### src/rtl/dbt_pkg.sv
package dbt_pkg;
  // Strobes from the trip control to the delay datapath.
  typedef struct packed {
    logic gateOn;    // 1: outputs may drive; 0: force low and hold counters at zero
    logic pwmLevel;  // qualified raw PWM level
  } ctrlStrobe_t;
endpackage

### src/rtl/dbt_trip_ctrl.sv
module dbt_trip_ctrl
  import dbt_pkg::*;
(
  input  logic        clk,
  input  logic        rstN,
  input  logic        pwmIn,
  input  logic        tripIn,
  input  logic        swForce,
  input  logic        tripClear,
  output ctrlStrobe_t strobe,
  output logic        tripLatched
);
  logic setReq;
  assign setReq = tripIn | swForce;

  always_ff @(posedge clk or negedge rstN) begin
    if (!rstN)          tripLatched <= 1'b0;
    else if (setReq)    tripLatched <= 1'b1;   // set has priority over clear
    else if (tripClear) tripLatched <= 1'b0;
  end

  always_comb begin
    strobe.gateOn   = ~(tripLatched | setReq);
    strobe.pwmLevel = pwmIn;
  end

  // the latch holds until an explicit clear
  assert_latch_hold_R7: assert property (@(posedge clk) disable iff (!rstN)
    (tripLatched && !tripClear) |=> tripLatched);
  // a set source always leaves the latch set, whatever the clear does
  assert_set_wins_R8: assert property (@(posedge clk) disable iff (!rstN)
    (tripIn || swForce) |=> tripLatched);
endmodule

### src/rtl/dbt_delay_path.sv
module dbt_delay_path
  import dbt_pkg::*;
#(
  parameter int DELAY_W = 10
) (
  input  logic               clk,
  input  logic               rstN,
  input  ctrlStrobe_t        strobe,
  input  logic [DELAY_W-1:0] riseDelay,
  input  logic [DELAY_W-1:0] fallDelay,
  output logic               gateA,
  output logic               gateB
);
  localparam int CNT_W = DELAY_W + 1;
  localparam logic [CNT_W-1:0] CNT_MAX = '1;

  logic [1:0] chanOut;

  // Channel 0 times the high run (drives A), channel 1 times the low run (drives B).
  for (genvar ch = 0; ch < 2; ch++) begin : g_chan
    logic             runLevel;
    logic [CNT_W-1:0] runCnt;
    logic [CNT_W-1:0] limit;

    assign runLevel = (ch == 0) ? strobe.pwmLevel : ~strobe.pwmLevel;
    assign limit    = (ch == 0) ? {1'b0, riseDelay} : {1'b0, fallDelay};

    always_ff @(posedge clk or negedge rstN) begin
      if (!rstN)                 runCnt <= '0;
      else if (!strobe.gateOn)   runCnt <= '0;
      else if (!runLevel)        runCnt <= '0;
      else if (runCnt != CNT_MAX) runCnt <= runCnt + 1'b1;
    end

    assign chanOut[ch] = strobe.gateOn & (runCnt > limit);
  end

  assign gateA = chanOut[0];
  assign gateB = chanOut[1];

  // complementary outputs never overlap
  assert_no_overlap_R5: assert property (@(posedge clk) disable iff (!rstN)
    !(gateA && gateB));
  // a low sample turns A off after the edge
  assert_a_off_R2: assert property (@(posedge clk) disable iff (!rstN)
    !strobe.pwmLevel |=> !gateA);
  // a high sample turns B off after the edge
  assert_b_off_R3: assert property (@(posedge clk) disable iff (!rstN)
    strobe.pwmLevel |=> !gateB);
endmodule

### src/rtl/deadband_trip_gen.sv
module deadband_trip_gen
  import dbt_pkg::*;
#(
  parameter int DELAY_W = 10
) (
  input  logic               clk,
  input  logic               rstN,
  input  logic               pwmIn,
  input  logic [DELAY_W-1:0] riseDelay,
  input  logic [DELAY_W-1:0] fallDelay,
  input  logic               tripIn,
  input  logic               swForce,
  input  logic               tripClear,
  output logic               gateA,
  output logic               gateB,
  output logic               tripFlag
);
  ctrlStrobe_t strobe;

  dbt_trip_ctrl u_ctrl (
    .clk        (clk),
    .rstN       (rstN),
    .pwmIn      (pwmIn),
    .tripIn     (tripIn),
    .swForce    (swForce),
    .tripClear  (tripClear),
    .strobe     (strobe),
    .tripLatched(tripFlag)
  );

  dbt_delay_path #(.DELAY_W(DELAY_W)) u_path (
    .clk      (clk),
    .rstN     (rstN),
    .strobe   (strobe),
    .riseDelay(riseDelay),
    .fallDelay(fallDelay),
    .gateA    (gateA),
    .gateB    (gateB)
  );

  // a latched trip keeps both drives off
  assert_trip_low_R7: assert property (@(posedge clk) disable iff (!rstN)
    tripFlag |-> (!gateA && !gateB));
  // on release both drives are still off (dead time restarts)
  assert_restart_R9: assert property (@(posedge clk) disable iff (!rstN)
    $fell(tripFlag) |-> (!gateA && !gateB));
endmodule

### config.mk
export PLATFORM = sky130hd
export DESIGN_NAME = deadband_trip_gen
export DESIGN_NICKNAME = d
export VERILOG_FILES = /design/src/rtl/dbt_pkg.sv /design/src/rtl/dbt_trip_ctrl.sv /design/src/rtl/dbt_delay_path.sv /design/src/rtl/deadband_trip_gen.sv
export SDC_FILE = /design/constraint.sdc
export NUM_CORES = 1
export LEC_CHECK = 0
export BUFFER_PORTS_ARGS = -buffer_cell sky130_fd_sc_hd__clkbuf_2
export CORE_MARGIN = 1.5
export CORE_UTILIZATION = 42
export DETAILED_ROUTE_END_ITERATION = 8
export PLACE_DENSITY = 0.61
export SLEW_MARGIN = 0
export SYNTH_ARGS = -nofsm -noshare
export SYNTH_HDL_FRONTEND = slang
export SYNTH_HIERARCHICAL = 1
export SYNTH_SLANG_ARGS = --single-unit
### constraint.sdc
create_clock -name clk -period 3.9 [get_ports clk]
set_clock_uncertainty 0.2 [all_clocks]
set_input_delay 0.195 -clock clk [delete_from_list [all_inputs] [get_ports clk]]
set_output_delay 0.195 -clock clk [all_outputs]
set_load 0.05 [all_outputs]
==> results.txt, run 1 <==
----------------------------------------------------
[Run status]
  Outcome ... completed

[Clock network]
  Post-CTS Resized ... 0
  Cell chosen for the clock root ... sky130_fd_sc_hd__clkbuf_8
  Clock latency of the later-clocked register in the worst-skew pair ... ~0.26 ns
  Total clock sinks ... 23
  CTS tree ... built
  H-Tree Level Count ... 1
  Maximum buffer depth of the clock tree ... 2
  Reg clk slew, reported paths ... ~0.080 ns
  Number of buffers created by CTS ... 3

[GRT]
  Antenna violations before repair ... 0
  Pin count of the biggest net entering global routing ... 24
  Vias in the first global route ... 1,250
  Wire length of the first global-routing pass ... between 5 and 6 mm
  Overflow after GRT ... 0
  All-layer global routing usage ... 16.6%

[Setup path]
  Combined buffer and inverter count along the critical path ... 1
  Worst stage delay on the critical path ... between 0.4 and 0.5 ns
  CP Launch Point ... u_path/g_chan[0].runCnt[8]
  Slack of the worst reg-to-reg path ... about 1.9 ns
  Worst reg2reg path depth ... 4
  Critical R2R Launch ... u_ctrl/tripLatched
  Crit path launch type ... flop
  CP top delay family ... compound AO/OA/AOI/OAI gates
  CP Cell Sequence ... ha_1 > a21o_1 > a211oi_1 > nand2b_1 > o311a_1 > clkbuf_2
  Element type at the critical path end ... output port
  Critical path's slowest cell ... sky130_fd_sc_hd__dfrtp_1
  Setup CP Type ... flop to output port
  Worst EP required ... 3.50 ns
  CP arrival ... roughly 2.1 ns
  Maximum net fanout on the critical path ... 5
  Cell depth of the worst setup path ... 6
  End of the worst register-to-register path ... u_path/g_chan[0].runCnt[7]
  Worst setup path endpoint ... gateA

[Routing]
  Antenna Nets Post-Route ... 0
  Count of routing violations after the opening detailed-route iteration ... between 40 and 50
  First-pass iteration count of the detailed router ... 4
  Final Routed Wirelength ... about 3.4 mm
  DR vias ... between 1,000 and 1,500
  Post-DR vias/cell ... 5.13
  Avg WL per Cell ... approximately 12 microns
  DR DRC count ... 0

[Power]
  Cell-internal power ... about 330 uW
  Clock group share of total power ... 34.1%
  Sequential cell fraction of total power ... a little under three fifths
  Switching power summed over all nets ... roughly 98 uW
  Combinational cell fraction of total power ... roughly 10%
  Total power draw ... between 400 and 500 uW
  Cell leakage power ... roughly 1 nW
  Power Dens Cells ... between 200 and 250 nW/um^2
  Peak VDD IR ... roughly 160 uV
  Proportion of total power due to net switching ... between 20 and 25%

[Placed design]
  Detailed-placement wirelength estimate ... 2.70 mm
  Number of buffer cells added on primary ports ... 28
  Weighted congestion at the end of routability-driven global placement ... 0.854

[Hold path]
  Kind of path behind the tightest hold check ... primary input to flop
  Worst hold path startpoint ... pwmIn

[Synthesis]
  Warning count from the yosys run ... 6
  Async S/R FF share, synth ... between 90% and 100%
  Sequential fraction of the synthesis area ... between 30% and 40%
  Library cells used by synthesis ... 42
  Mapped Nets ... roughly 250
  Portion of synthesized cell area occupied by the leading cell type ... approximately 33%
  Register bit count reported by yosys ... 23
  Most used flip-flop cell after synthesis ... sky130_fd_sc_hd__dfrtp_1
  Cell type contributing the most total cell area after synthesis ... sky130_fd_sc_hd__dfrtp_1
  Largest cells by area after synthesis ... sky130_fd_sc_hd__dfrtp_1 33%, sky130_fd_sc_hd__ha_1 16%, sky130_fd_sc_hd__nor2_1 5.0%
  Post-synth EDFFs ... 0
  Post-synthesis cell count ... approximately 200
  Per-instance average area after synthesis ... between 8 and 9 sq um
  Syn Std Cell Area ... ~1700 sq um

[Timing]
  Worst-Margin Slew ... just under 0.6 ns
  Time the worst path needs with I/O delays and setup ... roughly 2.5 ns
  Fin. max-slew vios ... 0
  Number of endpoints failing setup at the final stage ... 0
  Number of endpoints with negative hold slack in the final report ... 0
  Normalized max-slew margin ... between 60% and 70%
  Aggregate negative setup slack ... 0 ns
  Max Clk Rate ... slightly below 400 MHz
  Fin crit share ... around 65%
  Unrepaired setup endpoints after global routing ... false

[Cells and area]
  Total Nets Final ... about 280
  Multi-input combinational cell area ... about 1000 sq um
  Antenna diode instance count ... 0
  FF+latch area ... approximately 580 sq um
  Fraction of final layout cells sized beyond drive strength 1 ... 16.6%
  Filler instances ... 409
  Area delta synth->final ... 14.1%

[Run]
  MaxCap Viol Count ... 0

[Floorplan]
  Horizontal extent of the die ... between 60 and 70 microns
  I/O pin count ... 29
  Cell row count ... 23
  Die H ... slightly below 70 microns
  Core area ... 4000 sq um
  Effective utilization at floorplan ... between 40% and 50%
  Full die area ... between 4000 and 5000 sq um

----------------------------------------------------
## power groups by stage
stage               registers, mW  clock network, mW  logic [mW]
CTS                         0.240              0.153      0.0432
floorplan                   0.246                  0      0.0179
global route                0.240              0.164      0.0505
global placement            0.244                  0      0.0405
finish                      0.240              0.146      0.0426
detailed placement          0.244                  0      0.0406
## layer usage
| layer | vias to the layer above | GRT usage, % | part of all wire [%] |
|---|---|---|---|
| met4 | 0 | 3.83 | 0.74 |
| met3 | 2 | 3.00 | 2.3 |
| met1 | 637 | 25.3 | 56 |
| met2 | 23 | 24.4 | 41 |
| met5 | - | 0 | 0 |
| li1 | 768 | - | - |
## logic make-up (layout without fill, tap and decap cells)
kind of cell | after synthesis | after routing | synth area share, %
simple gates | 81 | 81 | 25.6
buf+inv | 26 | 57 | 6.70
fa+ha+maj | 22 | 22 | 15.8
mux | 3 | 3 | 1.73
compound gates | 37 | 37 | 14.0
xor+xnor | 6 | 6 | 3.02
flops | 23 | 23 | 33.1
## worst min path at each step
stage	to	cells after the start
2_1_floorplan	u_ctrl/tripLatched	0
3_3_place_gp	u_path/g_chan[0].runCnt[10]	1
3_5_place_dp	u_path/g_chan[0].runCnt[8]	1
4_1_cts	u_path/g_chan[0].runCnt[4]	4
5_1_grt	u_path/g_chan[0].runCnt[2]	4
6_report	u_path/g_chan[0].runCnt[2]	4
## cells in the mapped netlist, types with 4 or more instances
master,count
sky130_fd_sc_hd__a211oi_1,4
sky130_fd_sc_hd__a21o_1,4
sky130_fd_sc_hd__a21oi_1,11
sky130_fd_sc_hd__dfrtp_1,23
sky130_fd_sc_hd__ha_1,22
sky130_fd_sc_hd__inv_1,22
sky130_fd_sc_hd__nand2_1,15
sky130_fd_sc_hd__nand3_1,8
sky130_fd_sc_hd__nand4_1,4
sky130_fd_sc_hd__nor2_1,23
sky130_fd_sc_hd__nor3_1,7
sky130_fd_sc_hd__o21ai_0,6
sky130_fd_sc_hd__xnor2_1,4
## cells in the final DEF, fill, tap and decap left out, types with 3 or more instances in the layout
cell type / n
sky130_fd_sc_hd__or3_1: 3
sky130_fd_sc_hd__inv_1: 22
sky130_fd_sc_hd__nor3_1: 7
sky130_fd_sc_hd__mux2i_1: 3
sky130_fd_sc_hd__o21ai_0: 6
sky130_fd_sc_hd__clkbuf_8: 3
sky130_fd_sc_hd__xnor2_1: 4
sky130_fd_sc_hd__nor2b_1: 3
sky130_fd_sc_hd__a211oi_1: 4
sky130_fd_sc_hd__nand4_1: 4
sky130_fd_sc_hd__nand3_1: 8
sky130_fd_sc_hd__and4_1: 3
sky130_fd_sc_hd__nand2_1: 15
sky130_fd_sc_hd__a21o_1: 4
sky130_fd_sc_hd__nor2_1: 23
sky130_fd_sc_hd__a21oi_1: 11
sky130_fd_sc_hd__dfrtp_1: 23
sky130_fd_sc_hd__clkbuf_2: 28
sky130_fd_sc_hd__dlygate4sd3_1: 3
sky130_fd_sc_hd__ha_1: 22
## what timing repair did
| action | 4_1_cts | 5_1_grt |
|---|---|---|
| buffers inserted | 0 | 0 |
| setup endpoints to repair | 0 | 0 |
| hold buffers | 3 | 0 |
| hold endpoints to repair | 24 | 0 |
## metrics by stage
| step | setup WS [ns] | utilization [%] | instances | instance area [sq um] | hold slack, ns |
|---|---|---|---|---|---|
| after floorplan | 1.24 | - | 198 | 1740 | -0.301 |
| after global placement | 1.69 | 47.7 | 272 | 1910 | 0.0181 |
| after detailed placement | 1.66 | 47.7 | 272 | 1910 | 0.0223 |
| after CTS | 1.37 | 49.6 | 279 | 1980 | 0.158 |
| after global routing | 1.23 | 49.6 | 279 | 1980 | 0.187 |
| final | 1.38 | 49.6 | 279 | 1980 | 0.171 |
## cell type report
cell class / instances / area share, %
Sequential cell: 23 / 29.0
Timing Repair Buffer: 31 / 8.58
Tap cell: 50 / 3.15
Inverter: 22 / 4.16
Multi-Input combinational cell: 149 / 52.7
Clock buffer: 3 / 2.08
Clock inverter: 1 / 0.252
## registers in the layout, summed over array words and instances (netlist names)
signal and cells:
u_ctrl/tripLatched 1, u_path/g_chan.runCnt 22
## worst register-to-register path, stage by stage (launching register included)
cell and delay (ns):
sky130_fd_sc_hd__dfrtp_1 0.40, sky130_fd_sc_hd__nor3_2 0.39, sky130_fd_sc_hd__nand2_1 0.33, sky130_fd_sc_hd__or4_1 0.57
sky130_fd_sc_hd__o21ai_1 0.09
Power figures use the tool's default switching activity.
==> run 2: changes to the inputs <==
ABC_AREA = 1   (was unset)
PLACE_DENSITY = 0.63   (was 0.61)
clock period = 2.1 ns   (was 3.9 ns; I/O delays follow)
==> results.txt, run 2 <==
----------------------------------------------------
[Setup path]
  Worst stage delay on the critical path ... around 0.56 ns
  Worst reg2reg path depth ... 8
  Combined buffer and inverter count along the critical path ... 4
  Maximum net fanout on the critical path ... 2
  Most numerous cell on the critical path ... sky130_fd_sc_hd__dlygate4sd3_1
  Cell depth of the worst setup path ... 6
  Critical path's slowest cell ... sky130_fd_sc_hd__dlygate4sd3_1
  Worst EP required ... ~2.1 ns
  Element type at the critical path end ... flop
  CP arrival ... 1.97 ns
  CP top delay family ... buffers and inverters
  Crit path launch type ... primary input
  CP Cell Sequence ... dlygate4sd3_1 > clkbuf_2 > nor2_1 > dlygate4sd3_1 > nand2_1 > dlygate4sd3_1
  Setup CP Type ... primary input to flop

[Cells and area]
  Max reg flops ... 22
  Area delta synth->final ... 21.7%
  Largest reg by FF count ... u_path/g_chan.runCnt
  Total Nets Final ... between 300 and 400
  Registers with the most flip-flops ... u_path/g_chan.runCnt x22, u_ctrl/tripLatched x1
  Fraction of final layout cells sized beyond drive strength 1 ... 26.6%
  Antenna diode instance count ... 0
  Most common cell after layout, fill and taps aside ... sky130_fd_sc_hd__nand2_1
  Filler instances ... 434
  Most frequent cells in the layout ... 66 x sky130_fd_sc_hd__nand2_1, 52 x sky130_fd_sc_hd__inv_1, 26 x sky130_fd_sc_hd__clkbuf_2, 24 x sky130_fd_sc_hd__nand3_1
  FF+latch area ... a little under 600 sq um
  Post-Layout Inst Area ... around 2400 sq um
  Multi-input combinational cell area ... approximately 1300 sq um

[GRT]
  All-layer global routing usage ... between 10% and 20%
  Pin count of the biggest net entering global routing ... 24
  Wire length of the first global-routing pass ... slightly above 7 mm
  Antenna violations before repair ... 0
  Vias in the first global route ... between 1,500 and 2,000
  Overflow after GRT ... 0

[Run status]
  Outcome ... completed

[Floorplan]
  I/O pin count ... 29
  Core area ... between 4000 and 5000 sq um
  Die H ... ~70 microns
  Cell row count ... 24
  Horizontal extent of the die ... 72.1 microns
  Full die area ... slightly above 5000 sq um
  Effective utilization at floorplan ... ~45%

[Routing]
  Routed met1 length ... between 2 and 2.5 mm
  Avg WL per Cell ... 11.1 microns
  DR DRC count ... 0
  Count of routing violations after the opening detailed-route iteration ... around 90
  DR vias ... approximately 1,800
  Final Routed Wirelength ... 4.11 mm
  Post-DR vias/cell ... 4.88
  First-pass iteration count of the detailed router ... 4
  Antenna Nets Post-Route ... 0
  Wire length on met3 ... 201 microns
  Highest signal layer in the routed design ... met4
  Routed length on met2 ... between 1.5 and 2 mm

[Synthesis]
  Syn Std Cell Area ... 2000 sq um
  Async S/R FF share, synth ... 100%
  Cell with the most instances after synthesis ... sky130_fd_sc_hd__nand2_1
  Largest cells by area after synthesis ... sky130_fd_sc_hd__dfrtp_1 29%, sky130_fd_sc_hd__ha_1 14%, sky130_fd_sc_hd__nand2_1 12%
  Post-synth EDFFs ... 0
  Warning count from the yosys run ... 6
  Cell type contributing the most total cell area after synthesis ... sky130_fd_sc_hd__dfrtp_1
  Most used flip-flop cell after synthesis ... sky130_fd_sc_hd__dfrtp_1
  Top cells by count, synth ... 66 x sky130_fd_sc_hd__nand2_1, 52 x sky130_fd_sc_hd__inv_1, 24 x sky130_fd_sc_hd__nand3_1
  Register bit count reported by yosys ... 23
  Sequential fraction of the synthesis area ... between 20 and 30%
  Per-instance average area after synthesis ... 7.26 sq um
  Post-synthesis cell count ... 276
  Portion of synthesized cell area occupied by the leading cell type ... 28.7%
  Library cells used by synthesis ... 30
  Mapped Nets ... 324

[Timing]
  Max Clk Rate ... 494 MHz
  Fin crit share ... roughly 96%
  Final hold slack ... roughly 0.074 ns
  Number of endpoints failing setup at the final stage ... 0
  Normalized max-slew margin ... between 60% and 70%
  Number of endpoints with negative hold slack in the final report ... 0
  Worst-Margin Slew ... about 0.6 ns
  Aggregate negative setup slack ... 0 ns
  Fin. max-slew vios ... 0
  Time the worst path needs with I/O delays and setup ... just over 2 ns

[Clock network]
  Clock latency of the later-clocked register in the worst-skew pair ... between 0.2 and 0.3 ns
  Reg clk slew, reported paths ... around 0.080 ns
  CTS tree ... built
  Cell chosen for the clock root ... sky130_fd_sc_hd__clkbuf_8
  H-Tree Level Count ... 1
  Number of buffers created by CTS ... 3
  Total clock sinks ... 23
  Maximum buffer depth of the clock tree ... 2

[Power]
  Peak VDD IR ... between 300 and 400 uV
  Total power draw ... approximately 800 uW
  Power Dens Cells ... 333 nW/um^2
  Cell leakage power ... around 1.3 nW

[Placed design]
  Number of buffer cells added on primary ports ... 28
  Post-Place Cell Area ... around 2200 sq um
  Weighted congestion at the end of routability-driven global placement ... between 0.8 and 0.9
  Detailed-placement wirelength estimate ... roughly 3.2 mm

[Run]
  MaxCap Viol Count ... 0

[Hold path]
  Cells on Worst Hold Path ... 6
  Kind of path behind the tightest hold check ... primary input to flop

----------------------------------------------------
## run 2: logic make-up (layout without fill, tap and decap cells)
group / after synthesis / in the layout / share of synthesized area [%]
adder cells (fa/ha/maj): 22 / 22 / 13.7
flip-flops: 23 / 23 / 28.7
buffers and inverters: 58 / 101 / 11.1
AO/OA/AOI/OAI: 25 / 25 / 7.55
AND/OR/NAND/NOR: 148 / 148 / 38.9
## run 2: layout make-up
class / instances / area share [%]
timing repair buffer: 41 / 10.9
inverter: 56 / 8.62
clock buffer: 4 / 1.85
tap: 52 / 2.67
multi-input combinational: 195 / 52.1
sequential: 23 / 23.8
## run 2: timing repair
| item | in CTS | in global routing |
|---|---|---|
| pin swaps | 0 | 3 |
| setup endpoints to repair | 2 | 2 |
| cloned | 0 | 0 |
| gates resized for setup | 3 | 17 |
| hold endpoints to repair | 28 | 0 |
| setup buffers | 0 | 7 |
| hold buffers | 5 | 0 |
## run 2: worst paths after layout
check / from / end / slack (ns)
max: tripIn / u_ctrl/tripLatched / 0.08
max in group asynchronous: rstN / u_path/g_chan[1].runCnt[4] / 1.10
min: swForce / u_path/g_chan[0].runCnt[7] / 0.07
max reg2reg: u_path/g_chan[1].runCnt[1] / u_path/g_chan[1].runCnt[1] / 0.41
min in group asynchronous: rstN / u_path/g_chan[0].runCnt[10] / 0.17
min reg2reg: u_path/g_chan[0].runCnt[1] / u_path/g_chan[0].runCnt[1] / 0.37
## run 2: layer usage
| metal | up-vias | GRT usage (%) |
|---|---|---|
| met2 | 32 | 25.5 |
| li1 | 966 | - |
| met3 | 2 | 3.47 |
| met4 | 0 | 2.52 |
| met1 | 809 | 26.0 |
| met5 | - | 0 |
## run 2: stage by stage
step / instances / setup WS [ns] / utilization (%)
after floorplan: 276 / 0.332 / -
after global placement: 355 / 0.277 / 49.3
after detailed placement: 355 / 0.242 / 49.3
after CTS: 364 / 0.0250 / 51.6
after global routing: 371 / -0.00623 / 54.5
final: 371 / 0.0777 / 54.5
## run 2: worst min-delay path: cells and delay by family
| family | cells | cell delay, ns |
|---|---|---|
| buf+inv | 2 | 0.12 |
| simple gates | 4 | 0.27 |
## run 2: power by group
| group | internal, mW | switching [mW] | total, mW |
|---|---|---|---|
| Sequential | 0.444 | 0.00169 | 0.445 |
| Combinational | 0.0434 | 0.0548 | 0.0981 |
| Clock | 0.135 | 0.133 | 0.268 |
==> run 3: changes to the inputs <==
==> constraint.sdc (replaced) <==
create_clock -name clk -period 2.1 [get_ports clk]
set_clock_uncertainty 0.2 [all_clocks]
set_input_delay 0.21 -clock clk [delete_from_list [all_inputs] [get_ports clk]]
set_output_delay 0.21 -clock clk [all_outputs]
set_load 0.05 [all_outputs]
==> results.txt, run 3 (synthesis results as in run 2) <==
----------------------------------------------------
[Run status]
  Outcome ... completed

[Cells and area]
  Filler instances ... 444
  Antenna diode instance count ... 0
  Post-Layout Inst Area ... approximately 2500 sq um
  Registers with the most flip-flops ... u_path/g_chan.runCnt x22, u_ctrl/tripLatched x1
  Largest reg by FF count ... u_path/g_chan.runCnt
  Area delta synth->final ... 23.8%
  Fraction of final layout cells sized beyond drive strength 1 ... between 20% and 30%
  Most common cell after layout, fill and taps aside ... sky130_fd_sc_hd__nand2_1
  Total Nets Final ... between 300 and 400
  Most frequent cells in the layout ... 66 x sky130_fd_sc_hd__nand2_1, 50 x sky130_fd_sc_hd__inv_1, 26 x sky130_fd_sc_hd__clkbuf_2, 24 x sky130_fd_sc_hd__nand3_1, 21 x sky130_fd_sc_hd__dfrtp_1
  Max reg flops ... 22

[Timing]
  Max Clk Rate ... 481 MHz
  Number of endpoints with negative hold slack in the final report ... 0
  Aggregate negative setup slack ... 0 ns
  Unrepaired setup endpoints after global routing ... true
  Normalized max-slew margin ... 59.8%
  Setup slack of the critical path after layout ... approximately 0.021 ns
  Number of endpoints failing setup at the final stage ... 0
  Fin. max-slew vios ... 0
  Worst-Margin Slew ... around 0.60 ns
  Time the worst path needs with I/O delays and setup ... 2.08 ns
  Fin crit share ... between 90 and 100%

[Setup path]
  Maximum net fanout on the critical path ... 2
  Worst reg2reg path depth ... 9
  Setup CP Type ... flop to output port
  Critical path's slowest cell ... sky130_fd_sc_hd__dfrtp_1
  Critical R2R Launch ... u_path/g_chan[1].runCnt[0]
  Combined buffer and inverter count along the critical path ... 3
  Most numerous cell on the critical path ... sky130_fd_sc_hd__nand2_1
  CP Cell Sequence ... ha_1 > nand4_1 > nor2_1 > nand2_1 > nand2_1 > inv_1 > nand2_1 > inv_2 > buf_8
  Slack of the worst reg-to-reg path ... around 0.4 ns
  CP arrival ... 1.67 ns
  CP top delay family ... simple AND/OR/NAND/NOR gates
  Worst EP required ... around 1.7 ns
  Crit path launch type ... flop
  Element type at the critical path end ... output port
  Worst stage delay on the critical path ... around 0.4 ns
  End of the worst register-to-register path ... u_path/g_chan[1].runCnt[1]

[GRT]
  Pin count of the biggest net entering global routing ... 24
  Overflow after GRT ... 0
  Antenna violations before repair ... 0
  All-layer global routing usage ... between 10% and 20%
  Wire length of the first global-routing pass ... a little over 7 mm
  Vias in the first global route ... around 1,700

[Placed design]
  Number of buffer cells added on primary ports ... 28
  Detailed-placement wirelength estimate ... 3.23 mm
  Weighted congestion at the end of routability-driven global placement ... between 0.7 and 0.8
  Pre-CTS setup slack ... 0.142 ns
  Post-Place Cell Area ... 2240 sq um

[Clock network]
  CTS tree ... built
  Clock latency of the later-clocked register in the worst-skew pair ... roughly 0.26 ns
  Cell chosen for the clock root ... sky130_fd_sc_hd__clkbuf_8
  Maximum buffer depth of the clock tree ... 2
  Number of buffers created by CTS ... 3
  H-Tree Level Count ... 1
  Reg clk slew, reported paths ... about 0.080 ns
  Total clock sinks ... 23

[Hold path]
  Cells on Worst Hold Path ... 3
  End point of the most critical hold path ... u_path/g_chan[0].runCnt[7]
  Worst hold path startpoint ... pwmIn
  Kind of path behind the tightest hold check ... primary input to flop

[Routing]
  Final Routed Wirelength ... between 4 and 5 mm
  DR DRC count ... 0
  Post-DR vias/cell ... roughly 4.8
  Avg WL per Cell ... 11.1 microns
  DR vias ... about 1,800
  Count of routing violations after the opening detailed-route iteration ... 75
  First-pass iteration count of the detailed router ... 4
  Antenna Nets Post-Route ... 0

[Floorplan]
  I/O pin count ... 29
  Horizontal extent of the die ... 72.1 microns
  Cell row count ... 24
  Die H ... roughly 72 microns
  Full die area ... about 5200 sq um
  Core area ... between 4000 and 5000 sq um
  Effective utilization at floorplan ... roughly 45%

[Power]
  Peak VDD IR ... roughly 450 uV
  Cell leakage power ... about 1.4 nW
  Total power draw ... roughly 820 uW
  Power Dens Cells ... between 300 and 400 nW/um^2

[Run]
  MaxCap Viol Count ... 0

----------------------------------------------------
-- run 3: cell count changes in the layout (fill, tap and decap cells not counted), sizes merged --
cell,change
buf,+9
dlygate4sd3,-1
-- run 3: repair_timing --
action	in CTS	in global routing
hold buffers	4	0
resized for setup	8	9
pin swaps	1	6
endpoints found under the hold margin	24	0
endpoints found under the setup margin	2	2
buffers inserted	9	2
-- run 3: routing by layer --
metal | vias to the layer above | GRT usage [%] | part of all wire [%]
met5 | - | 0 | 0
met4 | 0 | 2.52 | 0.43
met3 | 2 | 3.61 | 2.9
met2 | 22 | 28.2 | 44
met1 | 800 | 24.6 | 53
li1 | 983 | - | -
-- run 3: cell type report --
class	count	area (sq um)	share of cell area, %
clock buffer	4	45.0	1.82
inverter	56	210	8.47
multi-input combinational	195	1250	50.6
sequential	23	578	23.3
tap	52	65.1	2.62
timing repair buffer	49	328	13.2
-- run 3: worst reg2reg max path: stages, from the launching register on --
cell and delay (ns):
sky130_fd_sc_hd__dfrtp_1 0.37, sky130_fd_sc_hd__buf_4 0.13, sky130_fd_sc_hd__ha_1 0.19, sky130_fd_sc_hd__inv_2 0.05
sky130_fd_sc_hd__nor2_4 0.19, sky130_fd_sc_hd__nand2_2 0.09, sky130_fd_sc_hd__nor2_2 0.15, sky130_fd_sc_hd__nand2_1 0.09
sky130_fd_sc_hd__nand3_1 0.08, sky130_fd_sc_hd__nand2_1 0.05
-- run 3: where the power goes --
| part | switching (mW) | total, mW | internal (mW) |
|---|---|---|---|
| clock network | 0.146 | 0.281 | 0.136 |
| registers | 0.00124 | 0.445 | 0.444 |
| logic | 0.0553 | 0.0985 | 0.0432 |
| total | 0.202 | 0.825 | 0.623 |
-- run 3: stage by stage --
stage,util (%),hold slack (ns),instances
6_report,55.5,0.0650,379
5_1_grt,55.5,0.0525,379
4_1_cts,54.1,0.0531,377
3_5_place_dp,50.1,0.0480,360
3_3_place_gp,50.1,0.0451,360
2_1_floorplan,-,-0.286,276
-- run 3: worst max path at each step --
stage	from	end	slack, ns	cells past startpoint
finish	u_path/g_chan[0].runCnt[7]	gateA	0.02	9
global route	u_path/g_chan[1].runCnt[9]	gateB	-0.12	10
CTS	u_path/g_chan[0].runCnt[3]	gateA	0.0007	8
detailed placement	u_path/g_chan[1].runCnt[9]	gateB	0.14	10
global placement	u_path/g_chan[1].runCnt[9]	gateB	0.18	10
floorplan	u_ctrl/tripLatched	gateB	0.23	6
